<file path="config.mk">
export PLATFORM = sky130hd
export DESIGN_NAME = evc_src_alloc
export DESIGN_NICKNAME = d
export VERILOG_FILES = /design/src/rtl/evc_pkg.sv /design/src/rtl/evc_credit_dp.sv /design/src/rtl/evc_ctrl.sv /design/src/rtl/evc_src_alloc.sv
export SDC_FILE = /design/constraint.sdc
export NUM_CORES = 1
export LEC_CHECK = 0
export ABC_AREA = 1
export CORE_ASPECT_RATIO = 1.25
export CORE_MARGIN = 5
export CORE_UTILIZATION = 56
export DETAILED_ROUTE_END_ITERATION = 10
export GPL_TIMING_DRIVEN = 1
export PLACE_DENSITY_LB_ADDON = 0.12
export SLEW_MARGIN = 5
export SYNTH_ARGS = -nofsm -noshare
export SYNTH_HDL_FRONTEND = slang
export SYNTH_SLANG_ARGS = --single-unit
</file>
<file path="constraint.sdc">
create_clock -name clk -period 3.71 [get_ports clk]
set_input_delay 0.742 -clock clk [delete_from_list [all_inputs] [get_ports clk]]
set_output_delay 0.742 -clock clk [all_outputs]
set_load 0.01 [all_outputs]
</file>
<file path="src/rtl/evc_pkg.sv">
package evc_pkg;
  localparam int IDX_MAX_W = 8;

  typedef struct packed {
    logic                 allocEn;
    logic [IDX_MAX_W-1:0] allocIdx;
    logic                 sendEn;
    logic                 sendTail;
    logic [IDX_MAX_W-1:0] sendIdx;
    logic                 retEn;
    logic [IDX_MAX_W-1:0] retIdx;
  } evcStrobes_t;
endpackage

</file>
<file path="src/rtl/evc_credit_dp.sv">
module evc_credit_dp
  import evc_pkg::*;
#(
  parameter int NUM_BINS    = 3,
  parameter int NVC         = 2,
  parameter int BASE_DEPTH  = 3,
  parameter int DEPTH_STEP  = 1,
  parameter int NUM_VC      = 6,
  parameter int CNT_W       = 3
) (
  input  logic                      clk,
  input  logic                      rstN,
  input  evcStrobes_t               strb,
  output logic [NUM_VC-1:0]         vcBusy,
  output logic [NUM_VC-1:0]         vcReady,
  output logic [NUM_BINS*CNT_W-1:0] binCredits
);
  logic [CNT_W-1:0]  heldQ [NUM_VC];
  logic [NUM_VC-1:0] busyQ;
  logic [NUM_VC-1:0] sendHit;
  logic [NUM_VC-1:0] retHit;

  always_comb begin
    for (int v = 0; v < NUM_VC; v++) begin
      sendHit[v] = strb.sendEn && (strb.sendIdx == IDX_MAX_W'(v));
      retHit[v]  = strb.retEn && (strb.retIdx == IDX_MAX_W'(v)) && (heldQ[v] != '0);
    end
  end

  for (genvar b = 0; b < NUM_BINS; b++) begin : g_bin
    localparam int DEPTH  = BASE_DEPTH + (NUM_BINS - 1 - b) * DEPTH_STEP;
    localparam int SHARED = DEPTH - NVC;
    logic [CNT_W-1:0] usage;
    logic [CNT_W-1:0] total;
    logic [NVC-1:0]   readyB;
    logic             poolOpen;

    always_comb begin
      usage = '0;
      total = '0;
      for (int k = 0; k < NVC; k++) begin
        total = total + heldQ[b*NVC+k];
        if (heldQ[b*NVC+k] != '0) usage = usage + (heldQ[b*NVC+k] - CNT_W'(1));
      end
    end

    assign poolOpen = usage < CNT_W'(SHARED);

    always_comb begin
      for (int k = 0; k < NVC; k++) readyB[k] = (heldQ[b*NVC+k] == '0) || poolOpen;
    end

    assign vcReady[b*NVC +: NVC]        = readyB;
    assign binCredits[b*CNT_W +: CNT_W] = CNT_W'(DEPTH) - total;

    // shared-pool use never reaches into the reserved buffers
    p_pool_bound_r9: assert property (@(posedge clk) disable iff (!rstN)
      usage <= CNT_W'(SHARED));
    // buffers held by the bin never exceed its depth
    p_credit_bound_r8: assert property (@(posedge clk) disable iff (!rstN)
      total <= CNT_W'(DEPTH));
  end

  always_ff @(posedge clk) begin
    if (!rstN) begin
      busyQ <= '0;
      for (int v = 0; v < NUM_VC; v++) heldQ[v] <= '0;
    end else begin
      for (int v = 0; v < NUM_VC; v++) begin
        if (strb.allocEn && strb.allocIdx == IDX_MAX_W'(v)) busyQ[v] <= 1'b1;
        else if (sendHit[v] && strb.sendTail)               busyQ[v] <= 1'b0;
        heldQ[v] <= heldQ[v] + CNT_W'(sendHit[v]) - CNT_W'(retHit[v]);
      end
    end
  end

  assign vcBusy = busyQ;

  // send plus return on one VC keeps its buffer count
  for (genvar v = 0; v < NUM_VC; v++) begin : g_vcChk
    p_net_zero_r10: assert property (@(posedge clk) disable iff (!rstN)
      (sendHit[v] && retHit[v]) |=> $stable(heldQ[v]));
  end
endmodule

</file>
<file path="src/rtl/evc_ctrl.sv">
module evc_ctrl
  import evc_pkg::*;
#(
  parameter int MAX_LEN  = 4,
  parameter int NVC      = 2,
  parameter int NUM_BINS = 3,
  parameter int NUM_VC   = 6,
  parameter int LEN_W    = 3,
  parameter int VC_W     = 3,
  parameter int PTR_W    = 1
) (
  input  logic              clk,
  input  logic              rstN,
  input  logic              reqValid,
  input  logic [LEN_W-1:0]  reqLen,
  input  logic              sendValid,
  input  logic [VC_W-1:0]   sendVc,
  input  logic              sendTail,
  input  logic              retValid,
  input  logic [VC_W-1:0]   retVc,
  input  logic [NUM_VC-1:0] vcBusy,
  input  logic [NUM_VC-1:0] vcReady,
  output logic              allocExp,
  output logic              allocNormal,
  output logic [VC_W-1:0]   allocVc,
  output evcStrobes_t       strb
);
  logic [PTR_W-1:0]    ptrQ    [NUM_BINS];
  logic [PTR_W-1:0]    binPick [NUM_BINS];
  logic [NUM_BINS-1:0] binHas;
  logic [NUM_BINS-1:0] binSel;
  logic                lenOk;
  logic                hit;
  logic                sendOk;
  int                  hitIdx;

  for (genvar b = 0; b < NUM_BINS; b++) begin : g_pick
    logic             found;
    logic [PTR_W-1:0] pick;
    always_comb begin
      int k;
      found = 1'b0;
      pick  = '0;
      for (int off = 0; off < NVC; off++) begin
        k = int'(ptrQ[b]) + off;
        if (k >= NVC) k = k - NVC;
        if (!found && !vcBusy[b*NVC+k] && vcReady[b*NVC+k]) begin
          found = 1'b1;
          pick  = PTR_W'(k);
        end
      end
    end
    assign binHas[b]  = found;
    assign binPick[b] = pick;
    assign binSel[b]  = lenOk && (reqLen == LEN_W'(b + 2));
  end

  assign lenOk = (reqLen >= LEN_W'(2)) && (reqLen <= LEN_W'(MAX_LEN));

  always_comb begin
    hit    = 1'b0;
    hitIdx = 0;
    for (int b = 0; b < NUM_BINS; b++) begin
      if (binSel[b] && binHas[b]) begin
        hit    = 1'b1;
        hitIdx = b * NVC + int'(binPick[b]);
      end
    end
  end

  assign allocExp    = reqValid && hit;
  assign allocNormal = reqValid && !hit;
  assign allocVc     = VC_W'(hitIdx);
  assign sendOk      = sendValid && (int'(sendVc) < NUM_VC) && vcBusy[sendVc] && vcReady[sendVc];

  always_comb begin
    strb          = '0;
    strb.allocEn  = allocExp;
    strb.allocIdx = IDX_MAX_W'(hitIdx);
    strb.sendEn   = sendOk;
    strb.sendTail = sendTail;
    strb.sendIdx  = IDX_MAX_W'(sendVc);
    strb.retEn    = retValid && (int'(retVc) < NUM_VC);
    strb.retIdx   = IDX_MAX_W'(retVc);
  end

  always_ff @(posedge clk) begin
    if (!rstN) begin
      for (int b = 0; b < NUM_BINS; b++) ptrQ[b] <= '0;
    end else if (allocExp) begin
      for (int b = 0; b < NUM_BINS; b++) begin
        if (binSel[b]) ptrQ[b] <= (int'(binPick[b]) == NVC - 1) ? '0 : binPick[b] + PTR_W'(1);
      end
    end
  end

  // a request takes exactly one path
  p_one_path_r5: assert property (@(posedge clk) disable iff (!rstN)
    reqValid |-> (allocExp != allocNormal));
  // only an idle, ready VC is granted
  p_grant_free_r3: assert property (@(posedge clk) disable iff (!rstN)
    allocExp |-> (!vcBusy[allocVc] && vcReady[allocVc]));
  // the granted VC is owned from the next cycle
  p_grant_owned_r3: assert property (@(posedge clk) disable iff (!rstN)
    allocExp |=> vcBusy[$past(allocVc)]);
  // an accepted tail frees its VC
  p_tail_release_r7: assert property (@(posedge clk) disable iff (!rstN)
    (sendOk && sendTail) |=> !vcBusy[$past(sendVc)]);
endmodule

</file>
<file path="src/rtl/evc_src_alloc.sv">
module evc_src_alloc
  import evc_pkg::*;
#(
  parameter  int MAX_LEN     = 4,
  parameter  int VCS_PER_BIN = 2,
  parameter  int BASE_DEPTH  = 3,
  parameter  int DEPTH_STEP  = 1,
  localparam int NUM_BINS    = MAX_LEN - 1,
  localparam int NUM_VC      = NUM_BINS * VCS_PER_BIN,
  localparam int LEN_W       = $clog2(MAX_LEN + 1),
  localparam int VC_W        = (NUM_VC > 1) ? $clog2(NUM_VC) : 1,
  localparam int PTR_W       = (VCS_PER_BIN > 1) ? $clog2(VCS_PER_BIN) : 1,
  localparam int MAX_DEPTH   = BASE_DEPTH + (NUM_BINS - 1) * DEPTH_STEP,
  localparam int CNT_W       = $clog2(MAX_DEPTH + 1)
) (
  input  logic                      clk,
  input  logic                      rstN,
  input  logic                      reqValid,
  input  logic [LEN_W-1:0]          reqLen,
  output logic                      allocExp,
  output logic                      allocNormal,
  output logic [VC_W-1:0]           allocVc,
  input  logic                      sendValid,
  input  logic [VC_W-1:0]           sendVc,
  input  logic                      sendTail,
  input  logic                      retValid,
  input  logic [VC_W-1:0]           retVc,
  output logic [NUM_VC-1:0]         vcBusy,
  output logic [NUM_VC-1:0]         vcReady,
  output logic [NUM_BINS*CNT_W-1:0] binCredits
);
  evcStrobes_t strb;

  evc_ctrl #(
    .MAX_LEN(MAX_LEN), .NVC(VCS_PER_BIN), .NUM_BINS(NUM_BINS), .NUM_VC(NUM_VC),
    .LEN_W(LEN_W), .VC_W(VC_W), .PTR_W(PTR_W)
  ) u_ctrl (
    .clk(clk), .rstN(rstN), .reqValid(reqValid), .reqLen(reqLen),
    .sendValid(sendValid), .sendVc(sendVc), .sendTail(sendTail),
    .retValid(retValid), .retVc(retVc), .vcBusy(vcBusy), .vcReady(vcReady),
    .allocExp(allocExp), .allocNormal(allocNormal), .allocVc(allocVc), .strb(strb)
  );

  evc_credit_dp #(
    .NUM_BINS(NUM_BINS), .NVC(VCS_PER_BIN), .BASE_DEPTH(BASE_DEPTH),
    .DEPTH_STEP(DEPTH_STEP), .NUM_VC(NUM_VC), .CNT_W(CNT_W)
  ) u_dp (
    .clk(clk), .rstN(rstN), .strb(strb),
    .vcBusy(vcBusy), .vcReady(vcReady), .binCredits(binCredits)
  );
endmodule

</file>
Yosys cells after proc, flatten, opt, wreduce, memory -nomap -nowiden
Memories as Yosys holds them, arrays and structs flattened.
Index checks and enable logic that the tools add are counted.
{ "word_totals": {"n_memories": 2, "mem_bits_rw": 21, "register_bits": 6, "input_bits": 15, "word_cells": 297, "out_inout_bits": 26} }
{ "classes": {"n_reduce_logical": 89, "mux": 108, "magnitude_cmp": 20, "add_sub_neg": 45, "eq_ne": 18, "bitwise": 9} }
{ "memory_table": {"columns": ["memory", "words", "width", "read_ports", "rd_ports_with_merged_regs", "wr", "line", "text"], "rows": [
  ["u_dp.heldQ", 6, 3, 6, 0, 6, "evc_credit_dp.sv:18", "logic [CNT_W-1:0] heldQ [NUM_VC];"],
  ["u_ctrl.ptrQ", 3, 1, 3, 0, 3, "evc_ctrl.sv:28", "logic [PTR_W-1:0] ptrQ [NUM_BINS];"]
]} }
{ "ops": {"columns": ["operator", "count"], "rows": [
  ["less-than comparator 32 x 5 -> 1 bit, second input constant", 6],
  ["2-to-1 mux 32 bit", 6],
  ["greater-or-equal comparator 32 x 3 -> 1 bit, second input constant", 3],
  ["subtractor 32 x 3 -> 32 bit, second input constant", 3],
  ["2-to-1 mux 1 bit", 74],
  ["adder 3 x 32 -> 32 bit, first input constant", 2],
  ["adder 4 x 32 -> 32 bit, first input constant", 2],
  ["logical AND 1 bit", 52],
  ["binary-select mux 1 bit (select 3 bit)", 14],
  ["2-to-1 mux 3 bit", 13],
  ["zero test 8 bit", 3],
  ["adder 3 x 1 -> 3 bit", 6],
  ["adder 3 bit", 6],
  ["equality test 3 x 2 -> 1 bit, second input constant", 6],
  ["zero test 3 bit", 6],
  ["nonzero test 3 bit", 6],
  ["subtractor 3 x 1 -> 3 bit", 6],
  ["subtractor 3 x 1 -> 3 bit, second input constant", 6],
  ["equality test 8 x 2 -> 1 bit, second input constant", 2],
  ["equality test 8 x 3 -> 1 bit, second input constant", 2],
  ["equality test 3 bit, second input constant", 5],
  ["nonzero test 2 bit", 6],
  ["zero test 1 bit", 10],
  ["OR 1 bit", 9],
  ["18 further kinds", 35]
]} }

Depth between registers and ports, before layout
Gate-level depths: netlist of run 1.
An unclocked memory read counts as a cell.
{ "depth": {"word_depth": 25, "ltp_mapped": 30, "ltp_nobuf": 30} }

Hierarchy
Synthesis of run 1 repeated with hierarchy kept, for this count alone.
{ "hier_totals": {"hier_cells": 429, "hier_area_um2": 2817.7} }
{ "modules_own_cells": {"columns": ["mod", "n_inst", "area_each_um2", "seq_area_each_um2", "cells_each"], "rows": [
  ["evc_credit_dp", 1, 2183.3, 480.5, 331],
  ["evc_ctrl", 1, 634.4, 90.1, 98]
]} }

Worst setup path before layout of run 1
OpenSTA, ideal clock, no wires.
{ "synth_timing": {"kind": "register to register", "startpoint": "memory u_dp.heldQ[0][1]", "endpoint": "memory u_dp.heldQ[2][2]", "setup_ps": 130, "arrival_time_ps": 3177, "t_required_ps": 3580, "path_slack_ps": 403, "path_buffers": 0, "stages_incl_launch_ff": 26, "period_less_slack_ps": 3307, "path_cell_list": "dfxtp_1 -> inv_2 -> nand2_1 -> nor2_1 -> a21oi_1 -> ha_1 -> inv_1 -> ha_1 -> inv_1 -> o21ai_1 -> o21ai_1 -> nand3_2 -> nand2_2 -> inv_1 -> nand2_1 -> nand3_1 -> o21ai_1 -> nand2_1 -> inv_2 -> nand2_1 -> ha_1 -> inv_1 -> ha_1 -> fa_1 -> xnor2_1 -> nor2_1"} }
{ "synth_rtl": {"columns": ["item", "line"], "rows": [
  ["from (decl)", "evc_credit_dp.sv:18"]
]} }

==> results of run 1 <==
worst max-delay path: stages, from the launching register on:
cell	delay, ns
dfxtp_4	0.37
inv_4	0.07
nand2_4	0.05
nor2_4	0.12
a21oi_2	0.04
ha_1	0.27
inv_1	0.04
ha_1	0.27
inv_1	0.05
o21ai_1	0.06
o21ai_1	0.10
nand3_2	0.11
nand2_2	0.12
inv_2	0.06
nand2_2	0.06
nand3_2	0.08
o21ai_2	0.16
nand2_1	0.08
inv_2	0.12
nand2_1	0.08
ha_1	0.27
inv_1	0.04
ha_1	0.20
fa_2	0.53
nand2_1	0.05
inv_1	0.05
timing repair:
action                                  CTS  global route
buffers inserted                          0            10
endpoints found under the setup margin    5            15
gates resized for setup                  10            55
pin swaps                                 0            18
final cells by class:
class                   count  area (µm²)
repair buffers             58         528
well taps                  60        75.1
multi-input cells         289        1970
flip-flops and latches     27         584
fillers                   401        1220
inverters                  98         375
clock buffers               4        45.0
cell families (layout without fill, tap and decap cells):
| family | Yosys count | count (layout) | share of synthesized area [%] |
|---|---|---|---|
| AOI/OAI and AO/OA | 26 | 26 | 5.27 |
| xor gates and xnor gates | 17 | 17 | 5.31 |
| adders and majority gates | 35 | 35 | 17.2 |
| buffers and inverters | 105 | 160 | 14.4 |
| DFF | 27 | 27 | 20.4 |
| and+or+nand+nor | 211 | 211 | 37.5 |
worst min-delay path by stage:
stage | from | end | slack (ns) | depth (start not counted)
global route | u_dp.vcBusy[0]$_SDFFE_PN0P_ | u_dp.vcBusy[0]$_SDFFE_PN0P_ | 0.56 | 2
finish | u_dp.vcBusy[0]$_SDFFE_PN0P_ | u_dp.vcBusy[0]$_SDFFE_PN0P_ | 0.53 | 2
floorplan | u_dp.vcBusy[2]$_SDFFE_PN0P_ | u_dp.vcBusy[2]$_SDFFE_PN0P_ | 0.52 | 2
global placement | u_dp.vcBusy[1]$_SDFFE_PN0P_ | u_dp.vcBusy[1]$_SDFFE_PN0P_ | 0.51 | 2
CTS | u_dp.vcBusy[0]$_SDFFE_PN0P_ | u_dp.vcBusy[0]$_SDFFE_PN0P_ | 0.52 | 2
detailed placement | u_dp.vcBusy[0]$_SDFFE_PN0P_ | u_dp.vcBusy[0]$_SDFFE_PN0P_ | 0.50 | 2
power by group through the flow:
stage	clock network (mW)	logic [mW]	registers, mW
finish	0.172	0.103	0.305
detailed placement	0	0.102	0.313
global route	0.192	0.114	0.306
floorplan	0	0.0596	0.309
global placement	0	0.100	0.313
CTS	0.177	0.101	0.306
cell usage after synthesis, types with 7 or more instances:
cell type / number / area [µm²]
xor2_1: 7 / 61.3
nand3_1: 31 / 155
nor2_1: 35 / 131
ha_1: 29 / 363
nand2_1: 95 / 357
a21oi_1: 11 / 55.1
nand4_1: 7 / 43.8
inv_2: 10 / 37.5
nand3_2: 7 / 70.1
xnor2_1: 10 / 87.6
inv_1: 88 / 330
nand2_2: 14 / 87.6
dfxtp_1: 24 / 480
per-stage QoR:
stage | util, % | cell area (µm²)
3_5_place_dp | 68.8 | 3300
5_1_grt | 74.5 | 3570
6_report | 74.5 | 3570
3_3_place_gp | 68.8 | 3300
2_1_floorplan | - | 2800
4_1_cts | 69.9 | 3350
flip-flops by register name, indices dropped and copies added (netlist names):
| signal | count |
|---|---|
| u_dp.heldQ | 18 |
| u_ctrl.ptrQ | 3 |
| u_dp.vcBusy | 6 |
metal layers:
layer	vias up	global-route usage [%]	routed length, µm
li1	1411	-	-
met1	1229	24.5	2800
met2	57	38.2	3350
met3	12	2.25	235
met4	0	6.04	117
met5	-	0	0
==> flow_summary.ini, run 1 <==
[synth]
syn-num-nets = 471
yosys_warnings = 0
syn_area_per_cell_um2 = 6.66
synthFlopType = dfxtp_1
syn_area_um2 = 2800
ys_ff_latch = 27
synthArstFlopShare_pct = 0
netlist_instances = 421
synth-edff-count = 3
synth_seq_area_share_pct = 20.4
synth.distinct_cells = 32

[cells_and_area]
drive_above_1_share_pct = 22.9
n_antenna_cell = 0
layout-area-overhead-vs-synth_pct = 27.5
final_cell_mix = 84 x inv_1, 84 x nand2_1, 35 x clkdlybuf4s50_1, 32 x nor2_1, 28 x nand3_1
nets = 527
fin_cells = 536

[pwr]
seqPwrFrac_pct = 52.6
swShare_pct = 27.6
comb_power_share_pct = 17.8
p_sw_uw = 160
power_uw = 580
p_int_uw = 419
vdd_drop_max_v = 0.000143
clkPwrFrac_pct = 29.6
p_per_area_nw_per_um2 = 162
p_leak_nw = 1.91

[setup_path]
regToRegEndpoint = u_dp.heldQ[3][1]$_SDFF_PN0_
worst-endpoint-required_ns = 3.94
arrival_ns = 3.74
cp-endpoint = u_dp.heldQ[3][1]$_SDFF_PN0_
path_class = reg2reg
rr_worst_depth = 25
worstSetupStartpointType = flip-flop
rr_startpoint = u_dp.heldQ[0][1]$_SDFF_PN0_
cp_max_fo = 7
worstSetupEndpointType = flip-flop
cp-startpoint = u_dp.heldQ[0][1]$_SDFF_PN0_
rrSetupSlack_ns = 0.19

[sta]
hold_violations = 0
tns_ns = 0
fin_ws_ns = 0.190
worstMarginPinSlew_ns = 0.516
skew_ns = 0.00537
slew_headroom_pct = 65.4
final.period_utilization_pct = 94.9
holdWs_ns = 0.525
finalMaxSlewViolations = 0
finalCriticalPeriod_ns = 3.52
max_freq_mhz = 284
setup_viol = 0

[detailed_routing]
route.vias.total = 2709
drt_iter0_markers = 131
drtPass1Iterations = 5
ant_nets = 0
wl_per_cell_um = 12.1
viasPerCell = 5.05
drcViolationCount = 0
routed_wl_mm = 6.51

[global_routing]
grt_pass1_wl_mm = 10.7
antenna_found_initial = 0
grt_start_max_net_pins = 15
grt-ovfl-total = 0
grt_pass1_vias = 2585
grtUsageTotal_pct = 20.5

[clock_network]
clk_path_buf_depth = 2
cts_sinks = 27
cts_tree = done
cts-htree-levels = 1
cts_hold_buf = 0
cts_root_buf = clkbuf_8
clk_latency_ns = 0.27
clk_pin_slew_ns = 0.10
numCtsBuffers = 3

[placed_design]
io_buffers = 40
gp_congestion = 0.965
post-place-cells = 522
dp_hpwl_mm = 5.25
place_ws_ns = -0.0236

[floorplan]
die_h_um = 89.1
core_area_um2 = 4800
rows = 28
die_area_um2 = 6530
start_util_pct = 58.4
num_io_pins = 41
die_x_um = 73.3

[flow_run]
cap_violations = 0

[status]
status = completed

[hold_path]
min_path_type = reg2reg
Power figures use the tool's default switching activity.
==> run 2, diff against run 1 <==
--- a/config.mk
+++ b/config.mk
@@ -12,6 +12,7 @@
 export DETAILED_ROUTE_END_ITERATION = 10
 export GPL_TIMING_DRIVEN = 1
 export PLACE_DENSITY_LB_ADDON = 0.12
+export SKIP_LAST_GASP = 1
 export SLEW_MARGIN = 5
 export SYNTH_ARGS = -nofsm -noshare
 export SYNTH_HDL_FRONTEND = slang
==> flow_summary.ini, run 2 (same netlist as run 1, synthesis figures left out) <==
[sta]
setup_viol = 0
fin_ws_ns = 0.209
holdWs_ns = 0.520
hold_violations = 0
skew_ns = 0.00440
max_freq_mhz = 286
finalMaxSlewViolations = 0
slew_headroom_pct = 64.1
finalCriticalPeriod_ns = 3.50
final.period_utilization_pct = 94.4
worstMarginPinSlew_ns = 0.534

[setup_path]
rrSetupSlack_ns = 0.21
crit_chain = inv_4, nand2_2, nor2_4, a21oi_2, ha_1, inv_1, ha_1, inv_1, o21ai_1, o21ai_1, nand3_2, nand2_2, inv_2, buf_4, nor2_1, nand3_1, nand3_2, clkbuf_2
worstSetupEndpointType = primary output
path_class = reg2out
arrival_ns = 2.76
critical_path.slowest_cell = dfxtp_4
cp_max_fo = 3
worstSetupStartpointType = flip-flop
regToRegEndpoint = u_dp.heldQ[0][1]$_SDFF_PN0_
slowest_delay_ns = 0.37
worst-endpoint-required_ns = 2.97
rr_worst_depth = 25
rr_startpoint = u_dp.heldQ[0][1]$_SDFF_PN0_

[floorplan]
num_io_pins = 41
die_h_um = 89.1
start_util_pct = 58.4
die_area_um2 = 6530
core_area_um2 = 4800
rows = 28
die_x_um = 73.3

[clock_network]
clk_latency_ns = 0.27
cts_root_buf = clkbuf_8
cts_tree = done
clk_path_buf_depth = 2
cts-htree-levels = 1
clk_pin_slew_ns = 0.10
cts_sinks = 27
cts_hold_buf = 0
numCtsBuffers = 3

[cells_and_area]
layout-area-overhead-vs-synth_pct = 27.9
largest_reg_flops = 18
regMostFlops = u_dp.heldQ
fillers = 401
final_cell_mix = 86 x nand2_1, 84 x inv_1, 35 x clkdlybuf4s50_1, 32 x nor2_1, 28 x nand3_1
n_antenna_cell = 0
final_common_cell = nand2_1
fin_cells = 539
drive_above_1_share_pct = 22.8
nets = 530
design_area_um2 = 3580

[status]
status = completed

[placed_design]
post-place-cells = 522
gp_congestion = 0.965
io_buffers = 40
dp_hpwl_mm = 5.25
place_ws_ns = -0.0236
placed_area_um2 = 3300

[pwr]
power_uw = 582
p_leak_nw = 1.92
p_per_area_nw_per_um2 = 162
vdd_drop_max_v = 0.000143

[hold_path]
whs_path_depth = 2
hp-start = u_dp.vcBusy[0]$_SDFFE_PN0P_
min_path_type = reg2reg
min_to = u_dp.vcBusy[0]$_SDFFE_PN0P_

[detailed_routing]
drtPass1Iterations = 6
drt_iter0_markers = 104
routed_wl_mm = 6.48
ant_nets = 0
drcViolationCount = 0
wl_per_cell_um = 12.0
route.vias.total = 2717
viasPerCell = 5.04

[global_routing]
grtUsageTotal_pct = 20.5
grt-ovfl-total = 0
antenna_found_initial = 0
grt_start_max_net_pins = 15
grt_pass1_wl_mm = 10.7
grt_pass1_vias = 2585

[flow_run]
cap_violations = 0
==> run 2: cell types whose count changed in the layout (fill, tap and decap cells not counted) <==
cell	change
buf_4	+2
nand2_4	-1
xnor2_1	+1
xnor2_2	-1
buf_6	+1
nand2_1	+2
nand2_2	-1
==> run 2: final cells by class <==
class / count / area, µm² / share of cell area (%)
Sequential cell: 27 / 584 / 16.3
Timing Repair Buffer: 61 / 554 / 15.5
Inverter: 98 / 375 / 10.5
Multi-Input combinational cell: 289 / 1950 / 54.4
Clock buffer: 4 / 45.0 / 1.26
Tap cell: 60 / 75.1 / 2.09
==> run 2: where the power goes <==
group          switching (mW)  internal, mW
registers             0.00684         0.298
clock network          0.0950        0.0770
logic                  0.0589        0.0464
total                   0.161         0.421
==> run 2: timing repair <==
| action | 4_1_cts | 5_1_grt |
|---|---|---|
| endpoints found under the setup margin | 5 | 15 |
| endpoints found under the hold margin | 0 | 0 |
| gates resized for setup | 7 | 55 |
| buffers inserted | 0 | 13 |
| pin swaps | 0 | 17 |
==> run 2: how the worst max path moves through the flow <==
stage	from	end	slack, ns	cells past startpoint
floorplan	u_dp.heldQ[0][1]$_SDFF_PN0_	u_dp.heldQ[2][2]$_SDFF_PN0_	0.40	25
global placement	u_dp.heldQ[4][0]$_SDFF_PN0_	allocExp	0.08	24
detailed placement	u_dp.heldQ[4][0]$_SDFF_PN0_	allocExp	-0.02	24
CTS	u_dp.heldQ[4][1]$_SDFF_PN0_	allocExp	-0.06	25
global route	u_dp.heldQ[0][1]$_SDFF_PN0_	u_dp.heldQ[0][1]$_SDFF_PN0_	-0.04	25
finish	u_dp.heldQ[0][1]$_SDFF_PN0_	allocVc[0]	0.21	18
==> run 2: routing by layer <==
metal	vias up	wire [µm]	track usage, %
li1	1417	-	-
met1	1239	2850	24.5
met2	49	3300	38.2
met3	12	226	2.25
met4	0	111	6.04
met5	-	0	0
==> run 2: through the flow <==
stage | setup TNS [ns] | utilization, %
floorplan | 0 | -
global placement | 0 | 68.8
detailed placement | -0.0236 | 68.8
CTS | -0.0554 | 69.8
global route | -0.171 | 74.7
finish | 0 | 74.7
==> run 2: worst max-delay path: cells and delay by family (launching register included) <==
| family | cells | cell delay, ns |
|---|---|---|
| AO/OA/AOI/OAI | 3 | 0.21 |
| adder cells (fa/ha/maj) | 2 | 0.54 |
| buffers and inverters | 6 | 0.47 |
| flip-flops | 1 | 0.37 |
| AND/OR/NAND/NOR | 7 | 0.89 |
==> run 3, diff against run 2 <==
--- a/config.mk
+++ b/config.mk
@@ -9,6 +9,7 @@
 export CORE_ASPECT_RATIO = 1.25
 export CORE_MARGIN = 5
 export CORE_UTILIZATION = 56
+export CTS_CLUSTER_SIZE = 24
 export DETAILED_ROUTE_END_ITERATION = 10
 export GPL_TIMING_DRIVEN = 1
 export PLACE_DENSITY_LB_ADDON = 0.12
==> results of run 3 <==
No change in the layout: final DEF, timing and power equal those of run 2.
